[src/rtl/irq_rotor_pkg.sv]
package irq_rotor_pkg;

  typedef struct packed {
    logic       rot;
    logic       sel;
    logic       eoi;
    logic [1:0] rsvd;
    logic [2:0] lvl;
  } cmd_t;

  typedef enum logic [2:0] {
    OP_CLR_RAEOI = 3'b000,
    OP_NS_EOI    = 3'b001,
    OP_NOP       = 3'b010,
    OP_SP_EOI    = 3'b011,
    OP_SET_RAEOI = 3'b100,
    OP_ROT_NS    = 3'b101,
    OP_SET_PRI   = 3'b110,
    OP_ROT_SP    = 3'b111
  } op_e;

endpackage

[src/rtl/irq_rotor_resolver.sv]
// Finds the highest-priority set bit given a movable bottom level.
module irq_rotor_resolver #(
  parameter int NUM_LVL = 8,
  parameter int LVL_W   = $clog2(NUM_LVL)
) (
  input  logic [NUM_LVL-1:0] vec_i,
  input  logic [LVL_W-1:0]   bottom_i,
  output logic               found_o,
  output logic [LVL_W-1:0]   lvl_o,
  output logic [LVL_W-1:0]   rank_o
);

  logic [LVL_W-1:0]   start;
  logic [NUM_LVL-1:0] rot;

  assign start = bottom_i + LVL_W'(1);

  // rot[0] is the highest-priority level
  for (genvar g = 0; g < NUM_LVL; g++) begin : g_rot
    logic [LVL_W-1:0] src;
    assign src    = start + LVL_W'(g);
    assign rot[g] = vec_i[src];
  end

  always_comb begin
    found_o = 1'b0;
    rank_o  = '0;
    for (int i = NUM_LVL - 1; i >= 0; i--) begin
      if (rot[i]) begin
        found_o = 1'b1;
        rank_o  = LVL_W'(i);
      end
    end
  end

  assign lvl_o = rank_o + start;

endmodule

[src/rtl/irq_rotor_ctrl.sv]
// Mask, in-service register, priority bottom and command decode.
module irq_rotor_ctrl import irq_rotor_pkg::*; #(
  parameter int NUM_LVL = 8,
  parameter int LVL_W   = $clog2(NUM_LVL)
) (
  input  logic               clk_i,
  input  logic               rst_ni,
  input  logic               mask_we_i,
  input  logic [NUM_LVL-1:0] mask_data_i,
  input  logic               cmd_we_i,
  input  logic [7:0]         cmd_i,
  input  logic               set_en_i,
  input  logic [LVL_W-1:0]   set_lvl_i,
  input  logic               aeoi_fire_i,
  input  logic               eoi_found_i,
  input  logic [LVL_W-1:0]   eoi_lvl_i,
  output logic [NUM_LVL-1:0] mask_q,
  output logic [NUM_LVL-1:0] isr_q,
  output logic [LVL_W-1:0]   bottom_q,
  output logic               rot_aeoi_q
);

  cmd_t             cmd;
  op_e              op;
  logic             cmd_ok;
  logic [LVL_W-1:0] cmd_lvl;

  logic [NUM_LVL-1:0] set_vec, clr_vec;
  logic [LVL_W-1:0]   bottom_n;
  logic               rot_aeoi_n;

  assign cmd     = cmd_t'(cmd_i);
  assign op      = op_e'({cmd.rot, cmd.sel, cmd.eoi});
  assign cmd_ok  = cmd_we_i && (cmd.rsvd == 2'b00);
  assign cmd_lvl = LVL_W'(cmd.lvl);

  always_comb begin
    set_vec    = '0;
    clr_vec    = '0;
    bottom_n   = bottom_q;
    rot_aeoi_n = rot_aeoi_q;

    if (set_en_i) set_vec[set_lvl_i] = 1'b1;

    if (aeoi_fire_i && eoi_found_i) begin
      clr_vec[eoi_lvl_i] = 1'b1;
      if (rot_aeoi_q) bottom_n = eoi_lvl_i;
    end

    // command wins over automatic rotation for the bottom level
    if (cmd_ok) begin
      unique case (op)
        OP_CLR_RAEOI: rot_aeoi_n = 1'b0;
        OP_SET_RAEOI: rot_aeoi_n = 1'b1;
        OP_NS_EOI: if (eoi_found_i) clr_vec[eoi_lvl_i] = 1'b1;
        OP_SP_EOI: clr_vec[cmd_lvl] = 1'b1;
        OP_ROT_NS: begin
          if (eoi_found_i) begin
            clr_vec[eoi_lvl_i] = 1'b1;
            bottom_n           = eoi_lvl_i;
          end
        end
        OP_SET_PRI: bottom_n = cmd_lvl;
        OP_ROT_SP: begin
          clr_vec[cmd_lvl] = 1'b1;
          bottom_n         = cmd_lvl;
        end
        default: ;
      endcase
    end
  end

  always_ff @(posedge clk_i or negedge rst_ni) begin
    if (!rst_ni) begin
      mask_q     <= '0;
      isr_q      <= '0;
      bottom_q   <= LVL_W'(NUM_LVL - 1);
      rot_aeoi_q <= 1'b0;
    end else begin
      if (mask_we_i) mask_q <= mask_data_i;
      isr_q      <= (isr_q | set_vec) & ~clr_vec;
      bottom_q   <= bottom_n;
      rot_aeoi_q <= rot_aeoi_n;
    end
  end

endmodule

[src/rtl/irq_rotor_ack.sv]
// Two-pulse acknowledge sequencer and vector latch.
module irq_rotor_ack #(
  parameter int LVL_W  = 3,
  parameter int BASE_W = 5
) (
  input  logic                    clk_i,
  input  logic                    rst_ni,
  input  logic                    ack_i,
  input  logic                    int_i,
  input  logic [LVL_W-1:0]        win_lvl_i,
  input  logic [BASE_W-1:0]       base_i,
  input  logic                    auto_eoi_i,
  output logic                    phase_q,
  output logic                    set_en_o,
  output logic [LVL_W-1:0]        set_lvl_o,
  output logic                    aeoi_fire_o,
  output logic [BASE_W+LVL_W-1:0] vec_o,
  output logic                    vec_valid_o
);

  logic first, second;
  logic [BASE_W+LVL_W-1:0] vec_q;

  assign first  = ack_i & ~phase_q;
  assign second = ack_i & phase_q;

  assign set_en_o    = first & int_i;
  assign set_lvl_o   = win_lvl_i;
  assign aeoi_fire_o = second & auto_eoi_i;
  assign vec_o       = vec_q;
  assign vec_valid_o = second;

  always_ff @(posedge clk_i or negedge rst_ni) begin
    if (!rst_ni) begin
      phase_q <= 1'b0;
      vec_q   <= '0;
    end else begin
      if (first) begin
        phase_q <= 1'b1;
        vec_q   <= {base_i, int_i ? win_lvl_i : {LVL_W{1'b1}}};
      end else if (second) begin
        phase_q <= 1'b0;
      end
    end
  end

endmodule

[src/rtl/irq_rotor.sv]
module irq_rotor #(
  parameter int NUM_LVL = 8,
  parameter int VEC_W   = 8
) (
  input  logic                              clk_i,
  input  logic                              rst_ni,
  input  logic [NUM_LVL-1:0]                irq_req_i,
  input  logic                              mask_we_i,
  input  logic [NUM_LVL-1:0]                mask_data_i,
  input  logic                              cmd_we_i,
  input  logic [7:0]                        cmd_i,
  input  logic                              auto_eoi_i,
  input  logic                              spec_mask_i,
  input  logic [VEC_W-$clog2(NUM_LVL)-1:0]  vec_base_i,
  input  logic                              ack_i,
  output logic                              int_o,
  output logic [VEC_W-1:0]                  vec_o,
  output logic                              vec_valid_o
);

  localparam int LVL_W  = $clog2(NUM_LVL);
  localparam int BASE_W = VEC_W - LVL_W;

  logic [NUM_LVL-1:0] mask_q, isr_q, pend, isr_eff;
  logic [LVL_W-1:0]   bottom_q;
  logic               rot_aeoi_q;

  logic             p_found, s_found;
  logic [LVL_W-1:0] p_lvl, p_rank, s_lvl, s_rank;

  logic             phase_q, set_en, aeoi_fire;
  logic [LVL_W-1:0] set_lvl;

  assign pend    = irq_req_i & ~mask_q;
  // special mask mode hides masked in-service levels
  assign isr_eff = spec_mask_i ? (isr_q & ~mask_q) : isr_q;

  irq_rotor_resolver #(.NUM_LVL(NUM_LVL), .LVL_W(LVL_W)) u_req_res (
    .vec_i    (pend),
    .bottom_i (bottom_q),
    .found_o  (p_found),
    .lvl_o    (p_lvl),
    .rank_o   (p_rank)
  );

  irq_rotor_resolver #(.NUM_LVL(NUM_LVL), .LVL_W(LVL_W)) u_isr_res (
    .vec_i    (isr_eff),
    .bottom_i (bottom_q),
    .found_o  (s_found),
    .lvl_o    (s_lvl),
    .rank_o   (s_rank)
  );

  assign int_o = p_found & (~s_found | (p_rank < s_rank));

  irq_rotor_ctrl #(.NUM_LVL(NUM_LVL), .LVL_W(LVL_W)) u_ctrl (
    .clk_i       (clk_i),
    .rst_ni      (rst_ni),
    .mask_we_i   (mask_we_i),
    .mask_data_i (mask_data_i),
    .cmd_we_i    (cmd_we_i),
    .cmd_i       (cmd_i),
    .set_en_i    (set_en),
    .set_lvl_i   (set_lvl),
    .aeoi_fire_i (aeoi_fire),
    .eoi_found_i (s_found),
    .eoi_lvl_i   (s_lvl),
    .mask_q      (mask_q),
    .isr_q       (isr_q),
    .bottom_q    (bottom_q),
    .rot_aeoi_q  (rot_aeoi_q)
  );

  irq_rotor_ack #(.LVL_W(LVL_W), .BASE_W(BASE_W)) u_ack (
    .clk_i       (clk_i),
    .rst_ni      (rst_ni),
    .ack_i       (ack_i),
    .int_i       (int_o),
    .win_lvl_i   (p_lvl),
    .base_i      (vec_base_i),
    .auto_eoi_i  (auto_eoi_i),
    .phase_q     (phase_q),
    .set_en_o    (set_en),
    .set_lvl_o   (set_lvl),
    .aeoi_fire_o (aeoi_fire),
    .vec_o       (vec_o),
    .vec_valid_o (vec_valid_o)
  );

endmodule

[config.mk]
export PLATFORM = sky130hd
export DESIGN_NAME = irq_rotor
export DESIGN_NICKNAME = d
export VERILOG_FILES = /design/src/rtl/irq_rotor_pkg.sv /design/src/rtl/irq_rotor_resolver.sv /design/src/rtl/irq_rotor_ctrl.sv /design/src/rtl/irq_rotor_ack.sv /design/src/rtl/irq_rotor.sv
export SDC_FILE = /design/constraint.sdc
export NUM_CORES = 1
export LEC_CHECK = 0
export ABC_AREA = 1
export BUFFER_PORTS_ARGS = -buffer_cell sky130_fd_sc_hd__buf_4
export CORE_MARGIN = 3
export CORE_UTILIZATION = 35
export DETAILED_ROUTE_END_ITERATION = 16
export SETUP_SLACK_MARGIN = 0.02
export SYNTH_ARGS = -nofsm -noshare
export SYNTH_HDL_FRONTEND = slang
export SYNTH_SLANG_ARGS = --single-unit
[constraint.sdc]
create_clock -name clk_i -period 4 [get_ports clk_i]
set_input_delay 0.6 -clock clk_i [delete_from_list [all_inputs] [get_ports clk_i]]
set_output_delay 0.6 -clock clk_i [all_outputs]
set_load 0.1 [all_outputs]
==> flow_summary.json <==
{
  "outcome": "finished, final reports clean",
  "final_antenna_net_count": 0,
  "multi_input_area_sq_mm": 0.001897,
  "clk_path_buf_depth": 2,
  "grt_max_degree": 30,
  "grt.total_usage_pct": 17.92,
  "avgViaCountPerCell": 5.076,
  "tightest_slew_ps": 651.8,
  "drive_gt1_share_pct": 24.09,
  "critical_path_class": "reg2out",
  "min_period_ps": 3844,
  "dp_hpwl_um": 6241,
  "coreArea_sq_mm": 0.007486,
  "area_delta_synth_final_pct": 25.96,
  "wl_per_cell_um": 13.41,
  "synthCells": 439,
  "drc": 0,
  "skew_ps": 6.552,
  "synth_flop_cell": "dfrtp_1",
  "ff_latch_area_sq_um": 729.5,
  "dp.cells": 579,
  "drt_pre_antenna_iters": 5,
  "drt_iter0_markers": 149,
  "final_util_pct": 46.80,
  "synth-seq-cells": 29,
  "start_util_pct": 37.16,
  "synth.area.top_cells": "dfrtp_1, nand2_1, nand3_1",
  "cp-start-kind": "flip-flop",
  "synthesis.area_sq_mm": 0.002781,
  "cts.sinks": 29,
  "dp_slack_ps": 131.9,
  "drv_slew": 0,
  "rows": 31,
  "yosysTopAreaCell": "dfrtp_1",
  "fin_ws_ps": 156.2,
  "layout.nets": 537,
  "fillers": 787,
  "antenna_cells": 0,
  "reg2reg_slack_ps": 360,
  "rr_endpoint": "u_ctrl.isr_q[1]$_DFF_PN0_",
  "path_clk_slew_ps": 60,
  "io_buffer_count": 45,
  "path_buf_inv": 6,
  "insertion_delay_ps": 270,
  "die_y_um": 95.15,
  "vias": 3010,
  "yosysWarnings": 0,
  "synth_edf_count": 0,
  "arrival_ps": 3240,
  "syn_nets": 483,
  "place.gp.congestion": 0.9160,
  "hold_viol_final": 0,
  "die_area_sq_mm": 0.009053,
  "grt_first_pass_wirelength_um": 12850,
  "slew_headroom_pct": 56.50,
  "required_ps": 3400,
  "synth-seq-area-share_pct": 26.23,
  "cts_root_buf": "clkbuf_8",
  "routed-wl-met3_um": 443,
  "die_w_um": 95.15,
  "cp-end-kind": "output pin",
  "max_freq_mhz": 260.2,
  "postCtsHoldBufs": 0,
  "wirelength_um": 7954,
  "antenna_found_initial": 0,
  "r2r_start": "u_ctrl.bottom_q[0]$_DFF_PN1_",
  "cts_buffers": 5,
  "synth.avg_cell_area_sq_um": 6.336,
  "setup_viol": 0,
  "wl_met2_um": 3680,
  "ys_types": 37,
  "fin_crit_sh_pct": 96.09,
  "fin_tns_setup_ps": 0,
  "min_path_type": "in2async",
  "cts_tree": "built",
  "wl_met1_um": 3755,
  "cts_max_level": 2,
  "grt_pass1_vias": 2741,
  "overflow": 0,
  "cp_cell_sequence": "inv_2 > ha_4 > inv_4 > nand2_1 > nand2_4 > buf_4 > nand3_1 > a31oi_2 > and2_4 > nand3b_4 > ha_4 > nand2_1 > inv_1 > nand2_1 > nand2_2 > nand2_4 > nand2_4 > clkinvlp_4 > buf_12",
  "instances_no_fill": 593,
  "top_layer": "met4",
  "path_max_fanout": 9,
  "cap_violations": 0,
  "slowest_delay_ps": 570,
  "cp_slowest_cell": "dfstp_2",
  "async_flop_share_pct": 100.0,
  "synth.top_cell.area_share_pct": 23.39,
  "ff2ff_path_depth": 25,
  "pin_count": 46,
  "cp_top_family": "simple AND/OR/NAND/NOR gates"
}
-- registers in the layout, summed over array words and instances, names as in the netlist --
signal,flops
u_ack.vec_o,8
u_ctrl.isr_q,8
u_ctrl.mask_q,8
u_ctrl.bottom_q,3
u_ack.phase_q,1
u_ctrl.rot_aeoi_q,1
-- cell usage after synthesis, types with 4 or more instances --
cell / count
nand4_1: 11
nor2_1: 21
inv_1: 45
nor3_1: 8
nor2_2: 4
ha_1: 6
inv_2: 4
dfrtp_1: 26
nand2_1: 142
o21ai_1: 4
o22ai_1: 6
o21ai_0: 13
nand2_4: 7
nand3_1: 75
nand2_2: 10
a21oi_1: 20
-- cell families after synthesis --
| family | after synthesis | synth area share (%) |
|---|---|---|
| flops | 29 | 26.23 |
| xor+xnor | 3 | 1.620 |
| simple gates | 286 | 47.95 |
| fa+ha+maj | 8 | 4.139 |
| compound gates | 53 | 10.80 |
| buf+inv | 60 | 9.266 |
-- metrics by stage --
stage / hold WS, ps / cell area [sq um]
floorplan: 304.4 / 2785
global placement: 457.3 / 3221
detailed placement: 460.1 / 3221
CTS: 253.5 / 3324
global route: 267.6 / 3503
finish: 246.5 / 3503
-- worst register-to-register path, cell delays in order, from the launching register on --
cell and delay, ps:
dfstp_2 570, inv_2 60, ha_4 240, inv_4 90, nand2_1 100, nand2_4 130
buf_4 120, nand3_1 120, nand3_2 120, nand2_1 60, nand2_1 60, nand2_1 40
nand2_1 50, nand2_1 50, nand2_1 80, a21boi_0 110, ha_1 210, fa_1 400
xor2_1 210, inv_1 60, nand2_1 80, nand2_2 100, inv_2 100, nand3_1 80
a21oi_1 210, a21oi_1 60
-- placed cells by master (no fill, tap or decap), types with 5 or more instances in the layout --
master / Yosys / layout
nand2_2: 10 / 11
inv_1: 45 / 43
clkbuf_8: 0 / 6
nand2_1: 142 / 139
dfrtp_1: 26 / 26
buf_4: 1 / 53
nor2_1: 21 / 20
nand2_4: 7 / 9
nor3_1: 8 / 8
a21oi_1: 20 / 20
o22ai_1: 6 / 6
nand3_2: 3 / 7
nor2_2: 4 / 5
o21ai_0: 13 / 13
nand4_1: 11 / 11
nand3_1: 75 / 71
-- area by class of cell --
class | instances | share of cell area (%)
Timing Repair Buffer | 56 | 13.21
Sequential cell | 29 | 20.82
Tap cell | 99 | 3.536
Clock buffer | 8 | 2.571
Multi-Input combinational cell | 350 | 54.14
Inverter | 51 | 5.714
-- per-layer routing --
metal  GRT usage (%)  vias to the layer above
li1                -                     1557
met1           24.07                     1339
met2           30.03                      106
met3           3.236                        8
met4           3.726                        0
met5               0                        -
-- repair_timing --
action	4_1_cts	5_1_grt
buffers inserted	0	5
gates cloned	0	1
pin swaps	0	7
setup endpoints to repair	1	7
gates resized for setup	5	24
-- worst max path at each step --
stage | slack, ps | cells after the start | start | endpoint
final | 160 | 19 | u_ctrl.bottom_q[0]$_DFF_PN1_ | int_o
after global routing | -10 | 20 | u_ctrl.bottom_q[0]$_DFF_PN1_ | int_o
after CTS | 20 | 20 | u_ctrl.bottom_q[0]$_DFF_PN1_ | int_o
after detailed placement | 130 | 20 | u_ctrl.bottom_q[0]$_DFF_PN1_ | int_o
after global placement | 180 | 20 | u_ctrl.bottom_q[0]$_DFF_PN1_ | int_o
after floorplan | 170 | 21 | u_ctrl.bottom_q[0]$_DFF_PN1_ | int_o
Power is not shown: default switching activity piles up to over one toggle a cycle in this logic, so the estimate is an artifact.
